[src/rtl/irq_stat_pkg.sv]
// Shared constants for the interrupt status unit: event bit positions,
// which events are clearable, and the register word addresses.
package irq_stat_pkg;

    localparam int NUM_EVT = 12;

    // Event bit positions; other blocks decode these positions.
    localparam int EV_RX_UNDER  = 0;
    localparam int EV_RX_OVER   = 1;
    localparam int EV_RX_FULL   = 2;
    localparam int EV_TX_OVER   = 3;
    localparam int EV_TX_EMPTY  = 4;
    localparam int EV_RD_REQ    = 5;
    localparam int EV_TX_ABRT   = 6;
    localparam int EV_RX_DONE   = 7;
    localparam int EV_ACTIVITY  = 8;
    localparam int EV_STOP_DET  = 9;
    localparam int EV_START_DET = 10;
    localparam int EV_GEN_CALL  = 11;

    // Every event is sticky and clearable except the two level flags.
    localparam logic [NUM_EVT-1:0] CLR_MASK =
        ~((NUM_EVT'(1) << EV_RX_FULL) | (NUM_EVT'(1) << EV_TX_EMPTY));

    // Register word addresses.
    localparam int A_MASK     = 0;
    localparam int A_MSTAT    = 1;
    localparam int A_RAW      = 2;
    localparam int A_TX_THR   = 3;
    localparam int A_RX_THR   = 4;
    localparam int A_CLR_ALL  = 5;
    localparam int A_CLR_BASE = 16;

endpackage

[src/rtl/irq_level_cmp.sv]
// Threshold comparators for the two queue-level events.
// Assumes the fill levels and thresholds share one unsigned width.
module irq_level_cmp #(
    parameter int LVL_W = 6
) (
    input  logic [LVL_W-1:0] tx_level,
    input  logic [LVL_W-1:0] rx_level,
    input  logic [LVL_W-1:0] tx_thr,
    input  logic [LVL_W-1:0] rx_thr,
    output logic             rx_above,
    output logic             tx_below
);

    // Receive side fires above its threshold, transmit side at or below it.
    always_comb begin
        rx_above = (rx_level > rx_thr);
        tx_below = (tx_level <= tx_thr);
    end

endmodule

[src/rtl/irq_evt_flags.sv]
// Raw event flag bank. Clearable bits are sticky: an event pulse sets the bit,
// a clear strobe resets it, and a pulse wins over a clear in the same cycle.
// Non-clearable bits register their level input every cycle.
// Assumes clr is only ever asserted for clearable bits.
module irq_evt_flags #(
    parameter int               N        = 12,
    parameter logic [N-1:0]     CLR_MASK = '1
) (
    input  logic         clk,
    input  logic         rst_n,
    input  logic [N-1:0] evt,
    input  logic [N-1:0] lvl_in,
    input  logic [N-1:0] clr,
    output logic [N-1:0] raw
);

    // Inputs that a bit's variant does not consume.
    logic evt_lvl_unused;
    assign evt_lvl_unused = ^(evt & ~CLR_MASK) ^ ^(lvl_in & CLR_MASK);

    for (genvar i = 0; i < N; i++) begin : g_bit
        if (CLR_MASK[i]) begin : g_sticky
            // Sticky flag: set by a pulse, cleared by a strobe, pulse has priority.
            always_ff @(posedge clk) begin
                if (!rst_n)      raw[i] <= 1'b0;
                else if (evt[i]) raw[i] <= 1'b1;
                else if (clr[i]) raw[i] <= 1'b0;
            end
        end else begin : g_level
            // Level flag: register the comparator result.
            always_ff @(posedge clk) begin
                if (!rst_n) raw[i] <= 1'b0;
                else        raw[i] <= lvl_in[i];
            end
        end
    end

endmodule

[src/rtl/irq_regif.sv]
// Register port: mask and threshold storage, registered read mux, and
// per-event clear strobes generated by reads of the clear addresses.
// Assumes DATA_W >= N and DATA_W >= LVL_W.
module irq_regif
    import irq_stat_pkg::*;
#(
    parameter int           ADDR_W   = 5,
    parameter int           DATA_W   = 16,
    parameter int           LVL_W    = 6,
    parameter int           N        = 12,
    parameter logic [N-1:0] CMASK    = '1
) (
    input  logic              clk,
    input  logic              rst_n,
    input  logic [ADDR_W-1:0] reg_addr,
    input  logic              reg_wr,
    input  logic [DATA_W-1:0] reg_wdata,
    input  logic              reg_rd,
    output logic [DATA_W-1:0] reg_rdata,
    input  logic [N-1:0]      raw,
    output logic [N-1:0]      mask_o,
    output logic [N-1:0]      masked_o,
    output logic [LVL_W-1:0]  tx_thr_o,
    output logic [LVL_W-1:0]  rx_thr_o,
    output logic [N-1:0]      clr_o
);

    logic [DATA_W-1:0] rd_mux;
    logic              hit_all;
    logic              wdata_unused;

    assign wdata_unused = ^reg_wdata;
    assign hit_all      = (reg_addr == ADDR_W'(A_CLR_ALL));
    assign masked_o     = raw & mask_o;

    // Writable configuration registers.
    always_ff @(posedge clk) begin
        if (!rst_n) begin
            mask_o   <= '0;
            tx_thr_o <= '0;
            rx_thr_o <= '0;
        end else if (reg_wr) begin
            if (reg_addr == ADDR_W'(A_MASK))   mask_o   <= reg_wdata[N-1:0];
            if (reg_addr == ADDR_W'(A_TX_THR)) tx_thr_o <= reg_wdata[LVL_W-1:0];
            if (reg_addr == ADDR_W'(A_RX_THR)) rx_thr_o <= reg_wdata[LVL_W-1:0];
        end
    end

    // Read multiplexer over every readable address.
    always_comb begin
        rd_mux = '0;
        if (reg_addr == ADDR_W'(A_MASK))    rd_mux = DATA_W'(mask_o);
        if (reg_addr == ADDR_W'(A_MSTAT))   rd_mux = DATA_W'(masked_o);
        if (reg_addr == ADDR_W'(A_RAW))     rd_mux = DATA_W'(raw);
        if (reg_addr == ADDR_W'(A_TX_THR))  rd_mux = DATA_W'(tx_thr_o);
        if (reg_addr == ADDR_W'(A_RX_THR))  rd_mux = DATA_W'(rx_thr_o);
        if (hit_all)                        rd_mux = DATA_W'(raw & CMASK);
        for (int i = 0; i < N; i++) begin
            if (reg_addr == ADDR_W'(A_CLR_BASE + i)) rd_mux = DATA_W'(raw[i]);
        end
    end

    // Registered read data, updated only on a read strobe.
    always_ff @(posedge clk) begin
        if (!rst_n)      reg_rdata <= '0;
        else if (reg_rd) reg_rdata <= rd_mux;
    end

    // Clear strobes: one per clearable event, from its own address or the combined one.
    for (genvar i = 0; i < N; i++) begin : g_clr
        if (CMASK[i]) begin : g_on
            assign clr_o[i] = reg_rd && (hit_all || reg_addr == ADDR_W'(A_CLR_BASE + i));
        end else begin : g_off
            assign clr_o[i] = 1'b0;
        end
    end

endmodule

[src/rtl/irq_status_unit.sv]
// Top of the interrupt status unit: raw flags, threshold events, mask,
// masked status and the interrupt line gated by the controller enable.
// Assumes evt_in pulses are synchronous to clk.
module irq_status_unit
    import irq_stat_pkg::*;
#(
    parameter int ADDR_W = 5,
    parameter int DATA_W = 16,
    parameter int LVL_W  = 6
) (
    input  logic                clk,
    input  logic                rst_n,
    input  logic                ctrl_en,
    input  logic [ADDR_W-1:0]   reg_addr,
    input  logic                reg_wr,
    input  logic [DATA_W-1:0]   reg_wdata,
    input  logic                reg_rd,
    output logic [DATA_W-1:0]   reg_rdata,
    input  logic [NUM_EVT-1:0]  evt_in,
    input  logic [LVL_W-1:0]    tx_level,
    input  logic [LVL_W-1:0]    rx_level,
    output logic                irq
);

    logic [NUM_EVT-1:0] raw_q;
    logic [NUM_EVT-1:0] mask_q;
    logic [NUM_EVT-1:0] masked;
    logic [NUM_EVT-1:0] clr_vec;
    logic [NUM_EVT-1:0] lvl_vec;
    logic [LVL_W-1:0]   tx_thr_q;
    logic [LVL_W-1:0]   rx_thr_q;
    logic               rx_above;
    logic               tx_below;

    irq_level_cmp #(.LVL_W(LVL_W)) u_cmp (
        .tx_level (tx_level),
        .rx_level (rx_level),
        .tx_thr   (tx_thr_q),
        .rx_thr   (rx_thr_q),
        .rx_above (rx_above),
        .tx_below (tx_below)
    );

    // Place the comparator results on their event positions.
    always_comb begin
        lvl_vec              = '0;
        lvl_vec[EV_RX_FULL]  = rx_above;
        lvl_vec[EV_TX_EMPTY] = tx_below;
    end

    irq_evt_flags #(.N(NUM_EVT), .CLR_MASK(CLR_MASK)) u_flags (
        .clk    (clk),
        .rst_n  (rst_n),
        .evt    (evt_in),
        .lvl_in (lvl_vec),
        .clr    (clr_vec),
        .raw    (raw_q)
    );

    irq_regif #(
        .ADDR_W (ADDR_W),
        .DATA_W (DATA_W),
        .LVL_W  (LVL_W),
        .N      (NUM_EVT),
        .CMASK  (CLR_MASK)
    ) u_regs (
        .clk       (clk),
        .rst_n     (rst_n),
        .reg_addr  (reg_addr),
        .reg_wr    (reg_wr),
        .reg_wdata (reg_wdata),
        .reg_rd    (reg_rd),
        .reg_rdata (reg_rdata),
        .raw       (raw_q),
        .mask_o    (mask_q),
        .masked_o  (masked),
        .tx_thr_o  (tx_thr_q),
        .rx_thr_o  (rx_thr_q),
        .clr_o     (clr_vec)
    );

    // Interrupt line: any masked event while the controller is enabled.
    assign irq = ctrl_en && (|masked);

endmodule

[config.mk]
export PLATFORM = sky130hd
export DESIGN_NAME = irq_status_unit
export DESIGN_NICKNAME = d
export VERILOG_FILES = /design/src/rtl/irq_stat_pkg.sv /design/src/rtl/irq_level_cmp.sv /design/src/rtl/irq_evt_flags.sv /design/src/rtl/irq_regif.sv /design/src/rtl/irq_status_unit.sv
export SDC_FILE = /design/constraint.sdc
export NUM_CORES = 1
export LEC_CHECK = 0
export BUFFER_PORTS_ARGS = -buffer_cell sky130_fd_sc_hd__buf_2
export CAP_MARGIN = 20
export CORE_MARGIN = 2
export CORE_UTILIZATION = 30
export CTS_BUF_LIST = sky130_fd_sc_hd__clkbuf_8
export CTS_CLUSTER_SIZE = 25
export DETAILED_ROUTE_END_ITERATION = 16
export HOLD_SLACK_MARGIN = 0.05
export PLACE_DENSITY_LB_ADDON = 0.3
export SLEW_MARGIN = 40
export SYNTH_ARGS = -nofsm -noshare
export SYNTH_HDL_FRONTEND = slang
export SYNTH_SLANG_ARGS = --single-unit
[constraint.sdc]
create_clock -name clk -period 1.46 [get_ports clk]
set_clock_uncertainty 0.1 [all_clocks]
set_input_delay 0.073 -clock clk [delete_from_list [all_inputs] [get_ports clk]]
set_output_delay 0.073 -clock clk [all_outputs]
set_load 0.02 [all_outputs]
# Word-level counts from Yosys, hierarchy flattened
# Cells that the tools add are included.
# classes
n_bitwise	1
mux	38
eq_ne	17
addsub	0
reduce_logical	36
shift	0
n_div	0
magnitude_cmp	2
multipliers	0
# op_table
operator	count
12-bit two-way mux	18
5-bit == test, second input constant	12
1-bit two-way mux	20
2-bit nonzero test	10
12-bit bitwise AND	1
12-bit OR reduction	1
1-bit logical AND	11
5-bit by 2-bit == test with 1-bit output, second input constant	2
5-bit by 3-bit == test with 1-bit output, second input constant	2
1-bit logical OR	10
6-bit > comparator	1
6-bit less-or-equal comparator	1
2-bit AND reduction	3
5-bit by 1-bit == test with 1-bit output, second input constant	1
5-bit zero test	1
# totals
reg_bits	52
memories	0
mem_bits_ro	0
ramBits	0
latch_bits	0

# Longest topological paths before layout
# Gate-level depths: netlist (run 1).
# logic_depth
word_depth	19
mapped_depth	7
ltp_nobuf	7

# Hierarchy
# Synthesis (run 1) repeated with hierarchy kept, for this count alone.
# hier_totals
cells_unflattened	383
hier_area_um2	3119.2
# by_module_without_submodules
mod	instances	seq_area_each_um2	area_per_inst_um2	cells_per_inst
irq_regif	1	720.7	2376.0	299
irq_evt_flags	1	240.2	404.1	35
irq_level_cmp	1	0.0	306.5	43
irq_status_unit	1	0.0	32.5	6

# Worst setup path after synthesis (run 1)
# OpenSTA, ideal clock, no wires.
# synth_timing
path_type	in2reg
start	input port reg_addr[0]
end	register u_regs.reg_rdata[3]
required_time_ns	1.239
setup_time_ns	0.121
stages	7
setup_slack_ns	-0.076
arrival_ns	1.314
cell_sequence	buf_6 > or2_1 > buf_6 > or3_4 > o221a_1 > o221ai_1 > a21boi_1
# synth_between
elab_chain_len	19
elab_cells_between_ends	36
classes_between	eq/ne (17); mux (18); reduce/logical (1)
# synth_lines
item	line_no	text
start: declaration	irq_status_unit.sv:14	input logic [ADDR_W-1:0] reg_addr,
5-bit zero test	irq_regif.sv:52	if (reg_addr == ADDR_W'(A_MASK)) rd_mux = DATA_W'(mask_o);
12-bit two-way mux	irq_regif.sv:52	
12-bit two-way mux	irq_regif.sv:53	if (reg_addr == ADDR_W'(A_MSTAT)) rd_mux = DATA_W'(masked_o);
12-bit two-way mux	irq_regif.sv:54	if (reg_addr == ADDR_W'(A_RAW)) rd_mux = DATA_W'(raw);
12-bit two-way mux	irq_regif.sv:55	if (reg_addr == ADDR_W'(A_TX_THR)) rd_mux = DATA_W'(tx_thr_o);
12-bit two-way mux	irq_regif.sv:56	if (reg_addr == ADDR_W'(A_RX_THR)) rd_mux = DATA_W'(rx_thr_o);
12-bit two-way mux	irq_regif.sv:57	if (hit_all) rd_mux = DATA_W'(raw & CMASK);
12-bit two-way mux (11 in a row)	irq_regif.sv:59	if (reg_addr == ADDR_W'(A_CLR_BASE + i)) rd_mux = DATA_W'(raw[i]);
12-bit two-way mux (*)	irq_regif.sv:59	
end signal: assignment	irq_regif.sv:66	else if (reg_rd) reg_rdata <= rd_mux;
end: declaration	irq_regif.sv:19	output logic [DATA_W-1:0] reg_rdata,
# Mark *: on every way between the ends. The rest lies on a longest branch, timed or not.
# A chain may end at the register's enable or synchronous reset.

# Worst setup path after layout (run 1)
# layout_timing
start	register u_flags.raw[0]
end	output port irq
# layout_between
elab_chain_len	3
# layout_lines
item	line_no	text
start: declaration	irq_evt_flags.sv:14	output logic [N-1:0] raw
start signal: indexed assignment	irq_evt_flags.sv:25	if (!rst_n) raw[i] <= 1'b0;
start signal: indexed assignment	irq_evt_flags.sv:26	else if (evt[i]) raw[i] <= 1'b1;
start signal: indexed assignment	irq_evt_flags.sv:27	else if (clr[i]) raw[i] <= 1'b0;
12-bit bitwise AND	irq_regif.sv:34	assign masked_o = raw & mask_o;
12-bit OR reduction	irq_status_unit.sv:83	assign irq = ctrl_en && (|masked);
1-bit logical AND	irq_status_unit.sv:83	
end: declaration	irq_status_unit.sv:22	output logic irq
# Every way passes these cells.

==> results.txt, run 1 <==
The run finished, with violations left. The final reports fail on negative setup slack. The first global-routing pass estimated around 17 mm of wire.

The level count of the clock H-tree is 2. The number of placed I/O pins came out at 67. For hold timing, the worst endpoint is u_regs.rx_thr_o[1]$_SDFFE_PN0P_. Setup violations remaining at the end of the flow were counted as 2.

The number of instances in the synthesized netlist is 410. The all-layer global routing usage is 0.1848. The last weighted congestion value of the routability-driven placer is 0.9040.

For this design the total switching power over the nets is about 850 uW. The share of total power in the clock network is 0.286. The switching share of power is 0.2992. The data arrival at the endpoint of the critical path is 1.45 ns. The average routed wire per standard cell is ~15 um. Yosys mapped a number of flops with a built-in enable equal to 0. TritonCTS built the clock tree. The post-detailed-route DRC marker count came out at 0.

The instance count along the most critical hold path is 3. In this run, synthesis produced a sequential element count of 48. The routed layout has 3,389 vias. The number of instances in the placed design came out at 636.

The portion of the clock cycle consumed by the worst path in the final layout is 1.111. The placeable core region came out at 10,230 sq um. The worst slack after detailed placement came out at -0.2019 ns. The fraction of layout instances using a drive strength above 1 is 0.2914. The max capacitance violation total is 0.

The number of input and output port buffers inserted is 56. The chip width is roughly 110 um. The post-synthesis async set-or-reset flop share came out at 0.

The cell sitting at the root of the clock tree is a clkbuf_8. The areal power density over the cells is 659.8 nW/um^2. The type of the worst min-delay path is input port to flop. The number of clock buffers inserted by TritonCTS came out at 5. The highest net fanout along the worst path is 2. The share of power burned in registers came out at 0.486. The analysis attributes to cell leakage a power of roughly 1.7 nW. The final critical-path required period came out at ~1.6 ns. Fill cells in the final layout number approximately 1,000. After detailed routing, the total wire length is 10.10 mm. The non-filler instance count after layout is about 670. The critical path start-end classification is flop to output port. The max-slew violation total from the final report came out at 0.

The antenna violation net count after detailed routing came out at 0. The clock slew at the register clock pins of the worst setup and hold paths came out at about 0.1 ns. In this run the cell area of the synthesized design comes to approximately 3100 sq um. The startpoint of the worst hold path is reg_wr.

The worst register-to-register path ends at u_regs.reg_rdata[0]$_SDFFE_PN0P_. The first-iteration detailed-routing DRC count is ~160. The number of cells traversed by the worst register-to-register path is 6. The design draws roughly 2.8 mW. Cell internal power was estimated by the tool at about 2 mW. The sum of overflow across all layers after global routing came out at 0. Detailed placement ended at an HPWL of 7.671 mm. The via density per instance came out at 5.073.

Before antenna repair, the detailed router went through 4 iterations. The required time at the endpoint of the critical path is ~1.3 ns. The area taken by flip-flops and latches came out at between 900 and 1000 sq um. In this run the mean area of a mapped cell was ~7.6 sq um. Across the VDD grid, the largest voltage drop is about 0.33 mV. The highest clock frequency the design can meet is a little over 600 MHz. The count of synthesis-stage warnings from yosys came out at 0. The share of power burned in combinational logic came out at 0.228. The area of the multi-input gates is 1978 sq um. The initial antenna violation count was 0.

The startpoint identified for the worst register-to-register timing path is u_flags.raw[0]$_SDFFE_PN0P_. Relative to the synthesized area, the layout overhead comes to 37.86%. Setup repair after global routing could not meet its margin everywhere. The die outline area is approximately 11,000 sq um. Across all setup checks in the final design, the least slack found is -0.1623 ns. The worst setup path is captured at an output port. The number of distinct library cells after synthesis came out at between 50 and 60.

In the synthesized netlist the dominant register cell turns out to be dfxtp_1. The floorplan step set the die height to approximately 110 um. The count of standard-cell rows is 37. For this run, the register share of the synthesized area comes to 0.3077.

The number of global-route vias before repair is around 3,300. The flop-to-flop setup slack came out at -0.12 ns. The largest net degree at the start of global routing came out at between 40 and 50.

In the final design database the tool counted 594 nets. The total count of hold-check failures in the final report is 0. The final instance area is 4305 sq um.

The number of diodes is 0. For this configuration, the core starts out at a cell density of 0.3052. The placed instances occupy a cell area of roughly 3900 sq um. The kind of start point of the critical path is a flop. The clock net in this run drives a total of 48 sinks.

The insertion delay to the later sink of the worst-skew pair came out at about 0.31 ns. The clock passes through at most 2 buffers.
==> power by group through the flow <==
| stage | registers [mW] | logic (mW) | clock network [mW] |
|---|---|---|---|
| after detailed placement | 1.41 | 0.564 | 0 |
| after global routing | 1.38 | 0.705 | 0.893 |
| final | 1.38 | 0.647 | 0.813 |
| after global placement | 1.41 | 0.559 | 0 |
| after floorplan | 1.40 | 0.313 | 0 |
| after CTS | 1.38 | 0.639 | 0.827 |
==> synthesized netlist by cell type (12+ instances only) <==
master / number / area share
nand2b_1: 18 / 0.036
clkbuf_1: 17 / 0.020
nand3_1: 22 / 0.035
nor2b_1: 23 / 0.046
ha_1: 12 / 0.048
a21oi_1: 23 / 0.037
a21boi_0: 30 / 0.072
dfxtp_1: 48 / 0.31
inv_1: 22 / 0.026
o21ai_0: 23 / 0.037
nand2_1: 48 / 0.058
nor2_1: 13 / 0.016
==> final cells by class <==
type,count,area share
tap,136,0.03952
timing repair buffer,146,0.2366
sequential,48,0.2264
multi-input combinational,309,0.4595
inverter,22,0.01918
clock inverter,2,0.002906
clock buffer,5,0.01598
==> worst max-delay path: stages, from the launching register on <==
cell and delay [ns]:
dfxtp_2 0.35, buf_6 0.12, a22o_1 0.18, a221oi_2 0.17
a31oi_1 0.13, buf_2 0.18
==> sequential cells by signal, summed over array words and instances (netlist names) <==
register,flops
u_regs.rx_thr_o,6
u_regs.tx_thr_o,6
u_regs.reg_rdata,12
u_regs.mask_o,12
u_flags.raw,12
==> cell families after synthesis <==
logic type	count (synthesis)	synth area share
compound gates	132	0.2881
xor+xnor	1	0.002805
fa+ha+maj	12	0.04808
buf+inv	56	0.08093
flops	48	0.3077
mux	1	0.003205
other cells	1	0.001201
simple gates	159	0.2680
==> how the worst max path moves through the flow <==
stage	cells past startpoint	end	from
floorplan	7	u_regs.reg_rdata[3]$_SDFFE_PN0P_	reg_addr[0]
global placement	8	u_regs.reg_rdata[4]$_SDFFE_PN0P_	reg_addr[0]
detailed placement	6	u_regs.reg_rdata[9]$_SDFFE_PN0P_	reg_addr[0]
CTS	5	irq	u_flags.raw[0]$_SDFFE_PN0P_
global route	5	irq	u_regs.mask_o[1]$_SDFFE_PN0P_
finish	5	irq	u_flags.raw[0]$_SDFFE_PN0P_
==> metal layers <==
layer | share of wire | global-route usage
met2 | 0.47 | 0.3143
met5 | 0 | 0
met1 | 0.46 | 0.2369
met4 | 0.020 | 0.06015
met3 | 0.055 | 0.03250
==> metrics by stage <==
| stage | hold WS (ns) | util | setup TNS [ns] |
|---|---|---|---|
| finish | 0.06157 | 0.4208 | -0.2797 |
| global route | 0.08047 | 0.4208 | -0.3882 |
| CTS | 0.06817 | 0.4195 | -0.2930 |
| detailed placement | 0.1949 | 0.3814 | -2.182 |
| global placement | 0.1843 | 0.3814 | -1.675 |
| floorplan | 0.09676 | - | -0.03320 |
==> placed cells by master, fill, tap and decap left out, drive strengths merged, types with 3 or more instances in the layout <==
master       netlist  final
and3               3      3
conb               1      4
or2                3      3
a21oi             23     23
a21boi            33     33
nor2              13     13
nand2             48     48
or3                3      3
a21o               5      5
clkbuf            17      5
nor4               3      3
nor3               9      9
dfxtp             48     48
a22o               4      4
a221oi             4      4
a211oi             3      3
nor2b             23     23
a31oi              6      6
o22ai              7      7
o21ai             23     23
nand2b            18     18
and2               6      6
inv               22     22
ha                12     12
o221ai             4      4
o21a               7      7
dlygate4sd3        0     22
buf               17    124
nand3             22     22
==> what timing repair did <==
item | 4_1_cts | 5_1_grt
buffers inserted | 4 | 0
hold buffers | 22 | 0
setup endpoints to repair | 2 | 8
endpoints found under the hold margin | 34 | 0
pin swaps | 7 | 5
gates resized for setup | 12 | 13
No activity file was read; power rests on OpenSTA's default activity.
==> run 2: changes to the inputs <==
MAX_ROUTING_LAYER = met4   (was unset)
==> results.txt, run 2 (synthesis gave the netlist of run 1 again) <==
The run finished, with violations left. The final reports fail on negative setup slack. The end of the worst register-to-register path is u_regs.reg_rdata[0]$_SDFFE_PN0P_. The root buffer cell chosen for the clock tree is clkbuf_8.

The number of cells traversed by the worst register-to-register path came out at 6 (unchanged). The first-pass GRT wire length is 16.04 mm (-3.2%). The chip width came out at 106.0 um (unchanged). The worst hold path belongs to the class input port to flop. The wire length on met3 came to 484 um (-13%). The total count of hold-check failures in the final report came out at 0 (unchanged). The initial antenna violation count is 0 (unchanged).

TritonCTS built the clock tree. The count of standard-cell rows came out at 37 (unchanged). The number of global-route vias before repair came out at 3,280 (-1.4%).

The highest clock frequency the design can meet came out at 611.3 MHz (-0.83%). The startpoint identified for the worst register-to-register timing path is u_flags.raw[0]$_SDFFE_PN0P_. The via density per instance came out at 5.040 (-0.65%). The number of buffer and inverter stages on the critical path is 2 (unchanged). The share of power burned in combinational logic came to 0.202 (-0.026). The highest net fanout along the worst path is 2 (unchanged).

The kind of end point of the critical path is an output port. The number of placed I/O pins is 67 (unchanged). Leaving out fill and tap cells, the most frequent cell in the layout is buf_4. The number of diodes is 0 (unchanged). The number of detailed-routing iterations run before antenna repair came out at 4 (unchanged). The total length of routed met2 wires is 4.791 mm (+1.1%). The worst-case vdd ir drop came out at 0.3589 mV (+8.4%). The number of sinks driven by the clock tree came out at 48 (unchanged). The worst setup path endpoint is irq. In the layout the commonest cells are buf_4, buf_2, nand2_1.

The leakage power summed over all cells is 1.757 nW (+1.9%). The data arrival at the endpoint of the critical path is 1.46 ns (about the same). The worst slack after detailed placement is -0.1855 ns (+0.01635 ns). Tracing the worst setup path back leads to its startpoint at u_regs.mask_o[1]$_SDFFE_PN0P_. The share of power burned in registers is 0.428 (-0.058).

The final HPWL from detailed placement came out at 7.712 mm (+0.54%). The final total negative setup slack came to -0.1884 ns (+0.09130 ns). The die height came to 106.0 um (unchanged). STA classifies the critical path startpoint as a flop. The all-layer global routing usage came to 0.1858 (+0.0009839). The switching share of power came out at 0.2690 (-0.03022). The max-slew violation total from the final report came out at 0 (unchanged).

The highest cell delay on the worst timing path came to 0.34 ns (about the same). The clock slew at the register clock pins of the worst setup and hold paths is 0.10 ns (about the same). The largest net degree at the start of global routing is 49 (unchanged). The top layer reached by signal wires is met4.

The worst setup margin is -0.1758 ns (-0.01352 ns). The portion of the clock cycle consumed by the worst path in the final layout is 1.120 (+0.009263). The first-iteration detailed-routing DRC count was 190 (+18%). The sum of overflow across all layers after global routing came out at 0 (unchanged). The placeable core region came to 10,230 sq um (unchanged). The average routed wire per standard cell is 15.25 um (+0.86%). The cell-internal power is 2.360 mW (+19%). The switching power came out at 868.7 uW (+2.2%). For this design, the slowest cell found on the critical path is dfxtp_2.

The final-layout fill cell count is 1,044 (+1.9%). The final instance area came to 4431 sq um (+2.9%). The total of endpoints with negative setup slack in the final report was 2 (unchanged). The fraction of layout instances using a drive strength above 1 came out at 0.3077 (+0.01634). The wire length after detailed routing came out at 10.20 mm (+1.0%).

Setup repair after global routing could not meet its margin everywhere. The starting density of the core is 0.3052 (unchanged). The antenna violation net count after detailed routing is 0 (unchanged). The last weighted congestion value of the routability-driven placer came out at 0.8956 (-0.93%). The post-detailed-placement cell area is 3908 sq um (+0.13%). The flop-to-flop setup slack came out at -0.01 ns (+0.11 ns).

The number of clock buffers inserted by TritonCTS came out at 5 (unchanged). In this design, the largest share of critical-path delay is due to compound AO/OA/AOI/OAI gates. The post-detailed-route DRC marker count came out at 0 (unchanged).

The number of buffers on the longest clock path is 2 (unchanged). The share of total power in the clock network came out at 0.369 (+0.083). The areal power density over the cells came to 728.8 nW/um^2 (+10%). The number of gates on the worst path with buffers counted is 5 (unchanged).

The number of input and output port buffers inserted came to 56 (unchanged). The level count of the clock H-tree is 2 (unchanged). The detailed-route wire length on metal 1 is 4.700 mm (+2.0%). The die outline area is 11,240 sq um (unchanged). The layout overhead on the synthesized area is 41.87%. The required time at the endpoint of the critical path came out at 1.29 ns (about the same). The sum of internal, switching and leakage power came out at 3.229 mW (+14%). The worst hold slack is 0.06280 ns (+0.001228 ns). Walking the worst path, the cells encountered are buf_6 -> a22o_1 -> a221oi_2 -> a31oi_1 -> buf_4.

The insertion delay to the later sink of the worst-skew pair is 0.31 ns (about the same). The final critical-path required period came out at 1.636 ns (+0.01352 ns). The largest registers in the layout are u_flags.raw x12, u_regs.mask_o x12, u_regs.reg_rdata x12.

The max capacitance violation total came to 0 (unchanged). The via count of the routed design came out at 3,372 (-0.50%). The number of nets at the end of the flow came out at 594 (unchanged). The critical path start-end classification is flop to output port.
-- run 2: repair_timing --
item | CTS | global route
endpoints found under the hold margin | 34 | 0
buffers inserted | 3 | 1
hold buffers | 22 | 0
setup endpoints to repair | 4 | 7
pin swaps | 7 | 6
resized for setup | 13 | 22
-- run 2: per-layer routing --
metal  vias up  global-route usage
li1       1686                   -
met1      1557              0.2385
met2       104              0.3005
met3        25             0.02943
met4         0             0.06015
met5         -                   -
-- run 2: how the worst min path moves through the flow --
stage                          start                          endpoint  slack (ns)  depth (start not counted)
after global placement     evt_in[1]       u_flags.raw[1]$_SDFFE_PN0P_        0.18                          2
after global routing           rst_n  u_regs.reg_rdata[1]$_SDFFE_PN0P_        0.07                          3
after CTS                     reg_wr   u_regs.rx_thr_o[3]$_SDFFE_PN0P_        0.06                          3
after floorplan           evt_in[11]      u_flags.raw[11]$_SDFFE_PN0P_         0.1                          1
after detailed placement   evt_in[1]       u_flags.raw[1]$_SDFFE_PN0P_        0.19                          2
final                         reg_wr   u_regs.rx_thr_o[0]$_SDFFE_PN0P_        0.06                          3
-- run 2: tightest hold or removal path, cell delays in order --
cell and delay, ns:
buf_2 0.19, nand3_1 0.11, a21boi_0 0.06
-- run 2: final cells by class --
| cell class | instances | area [sq um] | area share |
|---|---|---|---|
| inverter | 22 | 82.58 | 0.01864 |
| sequential | 48 | 975.9 | 0.2203 |
| timing repair buffer | 146 | 1037 | 0.2341 |
| tap | 136 | 170.2 | 0.03841 |
| clock inverter | 3 | 68.82 | 0.01553 |
| multi-input combinational | 309 | 2027 | 0.4575 |
| clock buffer | 5 | 68.82 | 0.01553 |
-- run 2: through the flow --
stage	std cells	util
5_1_grt	669	0.4330
3_3_place_gp	635	0.3819
2_1_floorplan	413	-
4_1_cts	668	0.4231
6_report	669	0.4330
3_5_place_dp	635	0.3819
-- run 2: power groups by stage --
stage	combinational, mW	sequential (mW)	clock (mW)
global placement	0.558	1.41	0
floorplan	0.313	1.40	0
global route	0.716	1.39	1.26
detailed placement	0.566	1.41	0
CTS	0.626	1.38	1.21
finish	0.653	1.38	1.19
